**src/rtl/lin_evt_pkg.sv**
```systemverilog
package lin_evt_pkg;
  localparam int NFLAG  = 4;
  localparam int F_RX   = 0;
  localparam int F_TX   = 1;
  localparam int F_ID   = 2;
  localparam int F_ERR  = 3;

  // Flags hit by a write-one-to-clear access
  function automatic logic [NFLAG-1:0] w1c_mask(input logic hit,
                                                input logic [NFLAG-1:0] bits);
    return bits & {NFLAG{hit}};
  endfunction

  // Interrupt request from flags and mask
  function automatic logic irq_any(input logic [NFLAG-1:0] flags,
                                   input logic [NFLAG-1:0] en);
    return |(flags & en);
  endfunction
endpackage

```
**src/rtl/lin_evt_flag.sv**
```systemverilog
module lin_evt_flag (
  input  logic clk,
  input  logic rst_n,
  input  logic set_i,
  input  logic clr_i,
  output logic q_o
);
  always_ff @(posedge clk or negedge rst_n) begin
    if (!rst_n)     q_o <= 1'b0;
    else if (set_i) q_o <= 1'b1;
    else if (clr_i) q_o <= 1'b0;
  end


  set_wins_chk: assert property (@(posedge clk) disable iff (!rst_n)
    set_i |=> q_o);

  clr_takes_chk: assert property (@(posedge clk) disable iff (!rst_n)
    (clr_i && !set_i) |=> !q_o);

  hold_chk: assert property (@(posedge clk) disable iff (!rst_n)
    (!clr_i && !set_i) |=> $stable(q_o));
endmodule

```
**src/rtl/lin_evt_errdet.sv**
```systemverilog
module lin_evt_errdet #(
  parameter int ERR_W = 8
) (
  input  logic             clk,
  input  logic             rst_n,
  input  logic [ERR_W-1:0] strobe_i,
  input  logic             wipe_i,
  output logic [ERR_W-1:0] det_o,
  output logic             any_o
);
  logic [ERR_W-1:0] det_base;

  assign det_base = wipe_i ? '0 : det_o;
  assign any_o    = |strobe_i;

  always_ff @(posedge clk or negedge rst_n) begin
    if (!rst_n) det_o <= '0;
    else        det_o <= det_base | strobe_i;
  end


  wipe_chk: assert property (@(posedge clk) disable iff (!rst_n)
    (wipe_i && strobe_i == '0) |=> det_o == '0);

  record_chk: assert property (@(posedge clk) disable iff (!rst_n)
    (strobe_i != '0) |=> ((det_o & $past(strobe_i)) == $past(strobe_i)));
endmodule

```
**src/rtl/lin_evt_irq.sv**
```systemverilog
module lin_evt_irq
  import lin_evt_pkg::*;
(
  input  logic             clk,
  input  logic             rst_n,
  input  logic             en_wr_i,
  input  logic [NFLAG-1:0] en_wdata_i,
  input  logic [NFLAG-1:0] flags_i,
  output logic [NFLAG-1:0] en_o,
  output logic             irq_o
);
  logic irq_next;

  assign irq_next = irq_any(flags_i, en_o);

  always_ff @(posedge clk or negedge rst_n) begin
    if (!rst_n) begin
      en_o  <= '0;
      irq_o <= 1'b0;
    end else begin
      if (en_wr_i) en_o <= en_wdata_i;
      irq_o <= irq_next;
    end
  end


  irq_on_chk: assert property (@(posedge clk) disable iff (!rst_n)
    ((flags_i & en_o) != '0) |=> irq_o);

  irq_off_chk: assert property (@(posedge clk) disable iff (!rst_n)
    ((flags_i & en_o) == '0) |=> !irq_o);
endmodule

```
**src/rtl/lin_evt_regs.sv**
```systemverilog
module lin_evt_regs
  import lin_evt_pkg::*;
#(
  parameter int DATA_W = 8,
  parameter int ADDR_W = 2,
  parameter int ERR_W  = 8
) (
  input  logic              clk,
  input  logic              rst_n,
  input  logic              uart_mode_i,
  input  logic [ADDR_W-1:0] bus_addr_i,
  input  logic              bus_wr_i,
  input  logic [DATA_W-1:0] bus_wdata_i,
  output logic [DATA_W-1:0] bus_rdata_o,
  input  logic              dat_rd_stb_i,
  input  logic              dat_wr_stb_i,
  input  logic              id_done_evt_i,
  input  logic              tx_done_evt_i,
  input  logic              rx_done_evt_i,
  input  logic [ERR_W-1:0]  err_evt_i,
  output logic              irq_o
);
  localparam logic [ADDR_W-1:0] A_STAT = ADDR_W'(0);
  localparam logic [ADDR_W-1:0] A_EN   = ADDR_W'(1);
  localparam logic [ADDR_W-1:0] A_DET  = ADDR_W'(2);

  logic [NFLAG-1:0] flag_set, flag_clr, sw_clr, flags, en;
  logic [ERR_W-1:0] det;
  logic             any_err, uart_rd, uart_wr, stat_wr, en_wr;
  logic [DATA_W-1:0] det_ext;

  assign stat_wr = bus_wr_i && (bus_addr_i == A_STAT);
  assign en_wr   = bus_wr_i && (bus_addr_i == A_EN);
  assign uart_rd = uart_mode_i && dat_rd_stb_i;
  assign uart_wr = uart_mode_i && dat_wr_stb_i;
  assign sw_clr  = w1c_mask(stat_wr, bus_wdata_i[NFLAG-1:0]);

  always_comb begin
    flag_set        = '0;
    flag_set[F_RX]  = rx_done_evt_i;
    flag_set[F_TX]  = tx_done_evt_i;
    flag_set[F_ID]  = id_done_evt_i;
    flag_set[F_ERR] = any_err;
    flag_clr        = sw_clr;
    flag_clr[F_RX]  = sw_clr[F_RX]  | uart_rd;
    flag_clr[F_ERR] = sw_clr[F_ERR] | uart_rd;
    flag_clr[F_TX]  = sw_clr[F_TX]  | uart_wr;
  end

  for (genvar i = 0; i < NFLAG; i++) begin : g_flag
    lin_evt_flag u_flag (
      .clk   (clk),
      .rst_n (rst_n),
      .set_i (flag_set[i]),
      .clr_i (flag_clr[i]),
      .q_o   (flags[i])
    );
  end

  lin_evt_errdet #(.ERR_W(ERR_W)) u_det (
    .clk      (clk),
    .rst_n    (rst_n),
    .strobe_i (err_evt_i),
    .wipe_i   (flag_clr[F_ERR]),
    .det_o    (det),
    .any_o    (any_err)
  );

  lin_evt_irq u_irq (
    .clk        (clk),
    .rst_n      (rst_n),
    .en_wr_i    (en_wr),
    .en_wdata_i (bus_wdata_i[NFLAG-1:0]),
    .flags_i    (flags),
    .en_o       (en),
    .irq_o      (irq_o)
  );

  always_comb begin
    det_ext = '0;
    det_ext[ERR_W-1:0] = det;
  end

  always_comb begin
    bus_rdata_o = '0;
    case (bus_addr_i)
      A_STAT:  bus_rdata_o[NFLAG-1:0] = flags;
      A_EN:    bus_rdata_o[NFLAG-1:0] = en;
      A_DET:   bus_rdata_o = det_ext;
      default: bus_rdata_o = '0;
    endcase
  end


  uart_rd_chk: assert property (@(posedge clk) disable iff (!rst_n)
    (uart_rd && !any_err && !rx_done_evt_i) |=> (!flags[F_ERR] && !flags[F_RX]));

  lin_rd_chk: assert property (@(posedge clk) disable iff (!rst_n)
    (!uart_mode_i && !bus_wr_i && flags[F_RX] && flags[F_ERR]) |=> (flags[F_RX] && flags[F_ERR]));

  uart_wr_chk: assert property (@(posedge clk) disable iff (!rst_n)
    (uart_wr && !tx_done_evt_i) |=> !flags[F_TX]);

  en_rsvd_chk: assert property (@(posedge clk) disable iff (!rst_n)
    (en_wr && bus_wdata_i[DATA_W-1:NFLAG] != '0) |=> en == $past(bus_wdata_i[NFLAG-1:0]));

  det_wr_chk: assert property (@(posedge clk) disable iff (!rst_n)
    (bus_wr_i && bus_addr_i == A_DET && err_evt_i == '0 && !flag_clr[F_ERR]) |=> $stable(det));
endmodule

```
**config.mk**
```make
export PLATFORM = sky130hd
export DESIGN_NAME = lin_evt_regs
export DESIGN_NICKNAME = d
export VERILOG_FILES = /design/src/rtl/lin_evt_pkg.sv /design/src/rtl/lin_evt_flag.sv /design/src/rtl/lin_evt_errdet.sv /design/src/rtl/lin_evt_irq.sv /design/src/rtl/lin_evt_regs.sv
export SDC_FILE = /design/constraint.sdc
export NUM_CORES = 1
export LEC_CHECK = 0
export ABC_AREA = 1
export CAP_MARGIN = 25
export CORE_AREA = 5 5 56 58
export DETAILED_ROUTE_END_ITERATION = 7
export DIE_AREA = 0 0 61 63
export HOLD_SLACK_MARGIN = 0.08
export PLACE_DENSITY = 0.65
export RECOVER_POWER = 50
export REMOVE_ABC_BUFFERS = 1
export SETUP_SLACK_MARGIN = 0.2
export SYNTH_ARGS = -nofsm -noshare
export SYNTH_HDL_FRONTEND = slang
export SYNTH_SLANG_ARGS = --single-unit
```
**constraint.sdc**
```tcl
create_clock -name clk -period 0.8 [get_ports clk]
set_input_delay 0.08 -clock clk [delete_from_list [all_inputs] [get_ports clk]]
set_output_delay 0.08 -clock clk [all_outputs]
set_load 0.01 [all_outputs]
```
# Word level (Yosys, flattened, before mapping)
# Index checks and enable logic that the tools add are counted.
[op_classes]
muxes = 11
reduce_logical = 11
n_bitwise = 6
eq_ne = 2
[ops]
columns = ["operator", "count"]
rows = [
  ["4-bit case mux with 3 select lines", 1],
  ["4-bit bitwise AND", 2],
  ["1-bit two-way mux", 8],
  ["8-bit two-way mux", 1],
  ["8-bit bitwise OR", 1],
  ["2-bit nonzero test", 4],
  ["8-bit OR reduction", 1],
  ["1-bit logical AND", 4],
  ["4-bit two-way mux", 1],
  ["4-bit OR reduction", 1],
  ["1-bit bitwise OR", 3],
  ["2-bit by 1-bit equality test with 1-bit output, second input constant", 1],
  ["2-bit equality test, second input constant", 1],
  ["2-bit zero test", 1],
]
[totals]
word_cells = 37
inputBits = 27
regBits = 17
out_inout_bits = 9

# Logic depth before layout (Yosys ltp)
[logic_depth]
word_depth = 6
ltp_mapped = 5
mapped_depth_nobuf = 5

# By module
# A second synthesis with hierarchy kept.
[hier_totals]
hier_cells = 125
hier_area_um2 = 877.1
[by_module_without_submodules]
columns = ["mod", "area_per_inst_um2", "n_inst", "cells_per_inst", "seq_area_each_um2"]
rows = [
  ["lin_evt_errdet", 326.6, 1, 39, 200.2],
  ["lin_evt_irq", 209.0, 1, 26, 125.1],
  ["lin_evt_regs", 181.4, 1, 40, 0.0],
  ["lin_evt_flag", 40.0, 4, 5, 25.0],
]

# Least setup slack after synthesis
# No wires, ideal clock.
[synth_timing]
kind = "register to register"
start = "register g_flag[0].u_flag.q_o"
end = "register u_irq.irq_o"
stages_incl_launch_ff = 3
synth_period_minus_slack_ps = 633
arrival_time_ps = 503
slack_ps = 167
setup_ps = 130
n_path_buf = 0
required_ps = 670
cell_sequence = "dfrtp_1 -> nand2_1 -> nand4_1"
[synth_between]
elab_chain_cells = 2
[synth_rtl]
columns = ["item", "line_no", "source"]
rows = [
  ["start: declaration", "lin_evt_flag.sv:6", "output logic q_o"],
  ["start signal: assignment", "lin_evt_flag.sv:9", "if (!rst_n) q_o <= 1'b0;"],
  ["start signal: assignment", "lin_evt_flag.sv:10", "else if (set_i) q_o <= 1'b1;"],
  ["start signal: assignment", "lin_evt_flag.sv:11", "else if (clr_i) q_o <= 1'b0;"],
  ["4-bit bitwise AND", "lin_evt_pkg.sv:17", "return |(flags & en);"],
  ["4-bit OR reduction", "lin_evt_pkg.sv:17", ""],
  ["net u_irq.irq_next", "lin_evt_irq.sv:12", "logic irq_next;"],
  ["end signal: assignment", "lin_evt_irq.sv:22", "irq_o <= irq_next;"],
  ["end: declaration", "lin_evt_irq.sv:10", "output logic irq_o"],
]
# The timed path passes the listed nets, and every way through them passes these cells.
# A chain may end at the register's enable or synchronous reset.

# Worst setup path after layout
[layout_timing]
start = "register u_irq.en_o[3]"
end = "output port bus_rdata_o[3]"
[layout_between]
elab_chain_cells = 1
[layout_rtl]
columns = ["item", "line_no", "source"]
rows = [
  ["start: declaration", "lin_evt_irq.sv:9", "output logic [NFLAG-1:0] en_o,"],
  ["start signal: assignment", "lin_evt_irq.sv:21", "if (en_wr_i) en_o <= en_wdata_i;"],
  ["4-bit case mux with 3 select lines", "lin_evt_regs.sv:86", "case (bus_addr_i)"],
  ["end: declaration", "lin_evt_regs.sv:14", "output logic [DATA_W-1:0] bus_rdata_o,"],
]
# No other way between the ends.

==> summary.txt <==
Floorplanning
  • Chip Width: 61 µm
  • Core Region: 2615 µm²
  • Io pins: 36
  • Die H: 63 µm
  • Initial Util: 0.3234
  • Rows: 19
  • Die area: 3843 µm²

STA
  • Unrepaired setup endpoints after global routing: yes
  • Max transition margin: 0.6986
  • Period minus WS final: 1.119 ns
  • Slew @ Worst Pin: 0.4521 ns
  • Setup ws final: -0.3193 ns
  • Fin crit share: 1.399
  • Fin. Hold Viols: 0
  • # setup viols final: 15
  • Setup TNS: -2.106 ns
  • Max-slew violations: 0
  • Max frequency: 893.4 MHz
  • Final Skew: 0.007756 ns

Worst setup path
  • Worst setup path start: u_irq.en_o[3]$_DFFE_PN0P_
  • Delay-heaviest family, CP: flip-flops
  • Crit Path Class: reg2out
  • RR Startpoint: g_flag[0].u_flag.q_o$_DFFE_PN0P_
  • CP max FO: 2
  • Cell Chain, Critical Path: nand2_1 > nand3_2 > buf_6
  • CP endpoint kind: primary output
  • Data required time of the worst path: 0.72 ns
  • WP buf/inv: 1
  • Slowest CP cell: dfrtp_1
  • Crit path largest cell delay: 0.41 ns
  • Arr. time, crit path: 1.04 ns
  • Startpoint Class: register

GRT
  • First-pass GRT wire length: 4388 µm
  • Total congestion overflow: 0
  • Vias in the first global route: 1050
  • Largest net degree at the start of global routing: 18
  • Initial antenna violation count: 0
  • GRT Util Overall: 0.1513

Pwr
  • Pwr Density: 1364 nW/µm²
  • Worst VDD drop: 1.163 mV
  • Static leakage: 0.0008799 µW

Synth
  • Post-synth top cells: nand2_1, nand3_1, dfrtp_1, inv_1, nor2_1
  • Synth area leader: dfrtp_1
  • FF+latch count, synth: 17
  • Most common flop cell mapped by yosys: dfrtp_1
  • Post-synthesis cell type count: 10
  • EDFF count, synth: 0
  • Post-Synthesis Cell Area: 845.8 µm²
  • Area contributors post-synth: dfrtp_1, nand2_1, nand3_1
  • Mapped Avg Cell Area: 7.620 µm²
  • Synthesized instance count: 111
  • Synth warn: 0
  • Async SR Flop Fraction: 1.000
  • Top-area cell type share of the netlist area: 0.5030
  • Cell with the most instances after synthesis: nand2_1
  • Register area share after synthesis: 0.5030

Layout
  • Fin util: 0.6234
  • Reg area: 425.4 µm²
  • Share of layout cells above drive strength 1: 0.4033
  • Cell area after layout: 1630 µm²
  • Multi-input logic area: 441.7 µm²
  • Filler instances: 221
  • Final non-filler cell total: 212
  • Final-stage net count: 209
  • Antenna Cells: 0
  • Layout area overhead: 92.75%

Run
  • Max-Cap Viols: 0

Outcome
  • Outcome: complete, but fails checks
  • Failing checks: setup timing

Clocking
  • CTS sink count: 17
  • Reg clk slew, reported paths: 0.10 ns
  • Post-CTS Hold Fix Bufs: 0
  • H-tree Lvls: 1
  • Worst-Skew Late Latency: 0.29 ns
  • CTS root buf: clkbuf_4
  • CTS tree: yes
  • Num CTS Buffers: 3
  • Clock Path Buffers: 2

Route
  • Routed WL per cell: 13.92 µm
  • DRT Pass-1 Iters: 4
  • Post-route DRC: 0
  • DRT iter0 DRCs: 39
  • Via Count: 1012
  • Antenna viol nets, final: 0
  • Via density: 4.774
  • Final WL: 2952 µm

Placement
  • GP Congestion: 0.7961
  • Placed cell areas: 1350 µm²
  • Number of port buffers: 31
  • Final HPWL DP: 1815 µm
  • Placed insts: 190
  • Worst slack, placed: -0.8921 ns

Min path
  • Worst Hold Class: in2reg
  • Worst Hold Launch: bus_wdata_i[3]
metal layers:
layer	routed length (µm)	vias to the layer above	track usage
met4	60	0	0.04607
li1	-	486	-
met2	1600	32	0.2701
met3	142	8	0.03926
met5	0	-	0
met1	1149	486	0.1690
final cells by class:
| class | count | area share |
|---|---|---|
| well taps | 31 | 0.02379 |
| clock buffers | 4 | 0.01612 |
| flip-flops and latches | 17 | 0.2609 |
| repair buffers | 66 | 0.3891 |
| multi-input cells | 77 | 0.2709 |
| inverters | 17 | 0.03914 |
metrics by stage:
step / hold WS [ns] / total power, µW
CTS: 0.1226 / 2108
floorplan: -0.2156 / 1198
detailed placement: 0.4340 / 1605
global placement: 0.4329 / 1592
finish: 0.2021 / 2224
global route: 0.2037 / 2362
worst register-to-register path, cell delays in order, from the launching register on:
cell and delay [ns]:
dfrtp_1 0.39, buf_4 0.14, buf_6 0.11, nand2_2 0.06, nand4_1 0.07
where the power goes:
part | internal, µW | switching [µW] | total, µW
combinational | 443 | 330 | 773
clock | 193 | 265 | 459
sequential | 942 | 51.4 | 993
total | 1580 | 647 | 2220
cell families after synthesis:
logic type	Yosys count	share of synthesized area
AND/OR/NAND/NOR	76	0.4157
flip-flops	17	0.5030
buffers and inverters	18	0.08135
registers in the layout, indices dropped and copies added (netlist names):
signal / count
u_irq.en_o: 4
g_flag.u_flag.q_o: 4
u_irq.irq_o: 1
u_det.det_o: 8
timing repair:
action,in CTS,in global routing
cloned,2,0
gates resized for setup,56,30
pin swaps,20,18
buffers inserted,11,5
endpoints found under the setup margin,26,26
worst paths after layout:
path	to	slack (ns)	cells after the start
max in group asynchronous	u_det.det_o[2]$_DFF_PN0_	0.23	2
min	u_irq.en_o[3]$_DFFE_PN0P_	0.20	3
max	bus_rdata_o[3]	-0.32	3
min in group asynchronous	u_irq.en_o[3]$_DFFE_PN0P_	0.25	2
max reg2reg	u_irq.irq_o$_DFF_PN0_	-0.10	4
min reg2reg	u_det.det_o[4]$_DFF_PN0_	0.52	2
cell usage in the layout, fill, tap and decap left out, drive strengths merged:
master,netlist,routed
buf,1,43
dlymetal6s2s,0,1
nand3,25,26
dlygate4sd3,0,1
dlygate4sd2,0,1
dfrtp,17,17
clkbuf,0,6
clkdlybuf4s50,0,17
nand2,41,41
nand4,1,1
nor2,9,9
inv,17,17
bufbuf,0,1
Note: power is estimated with default switching activity, not from simulation.
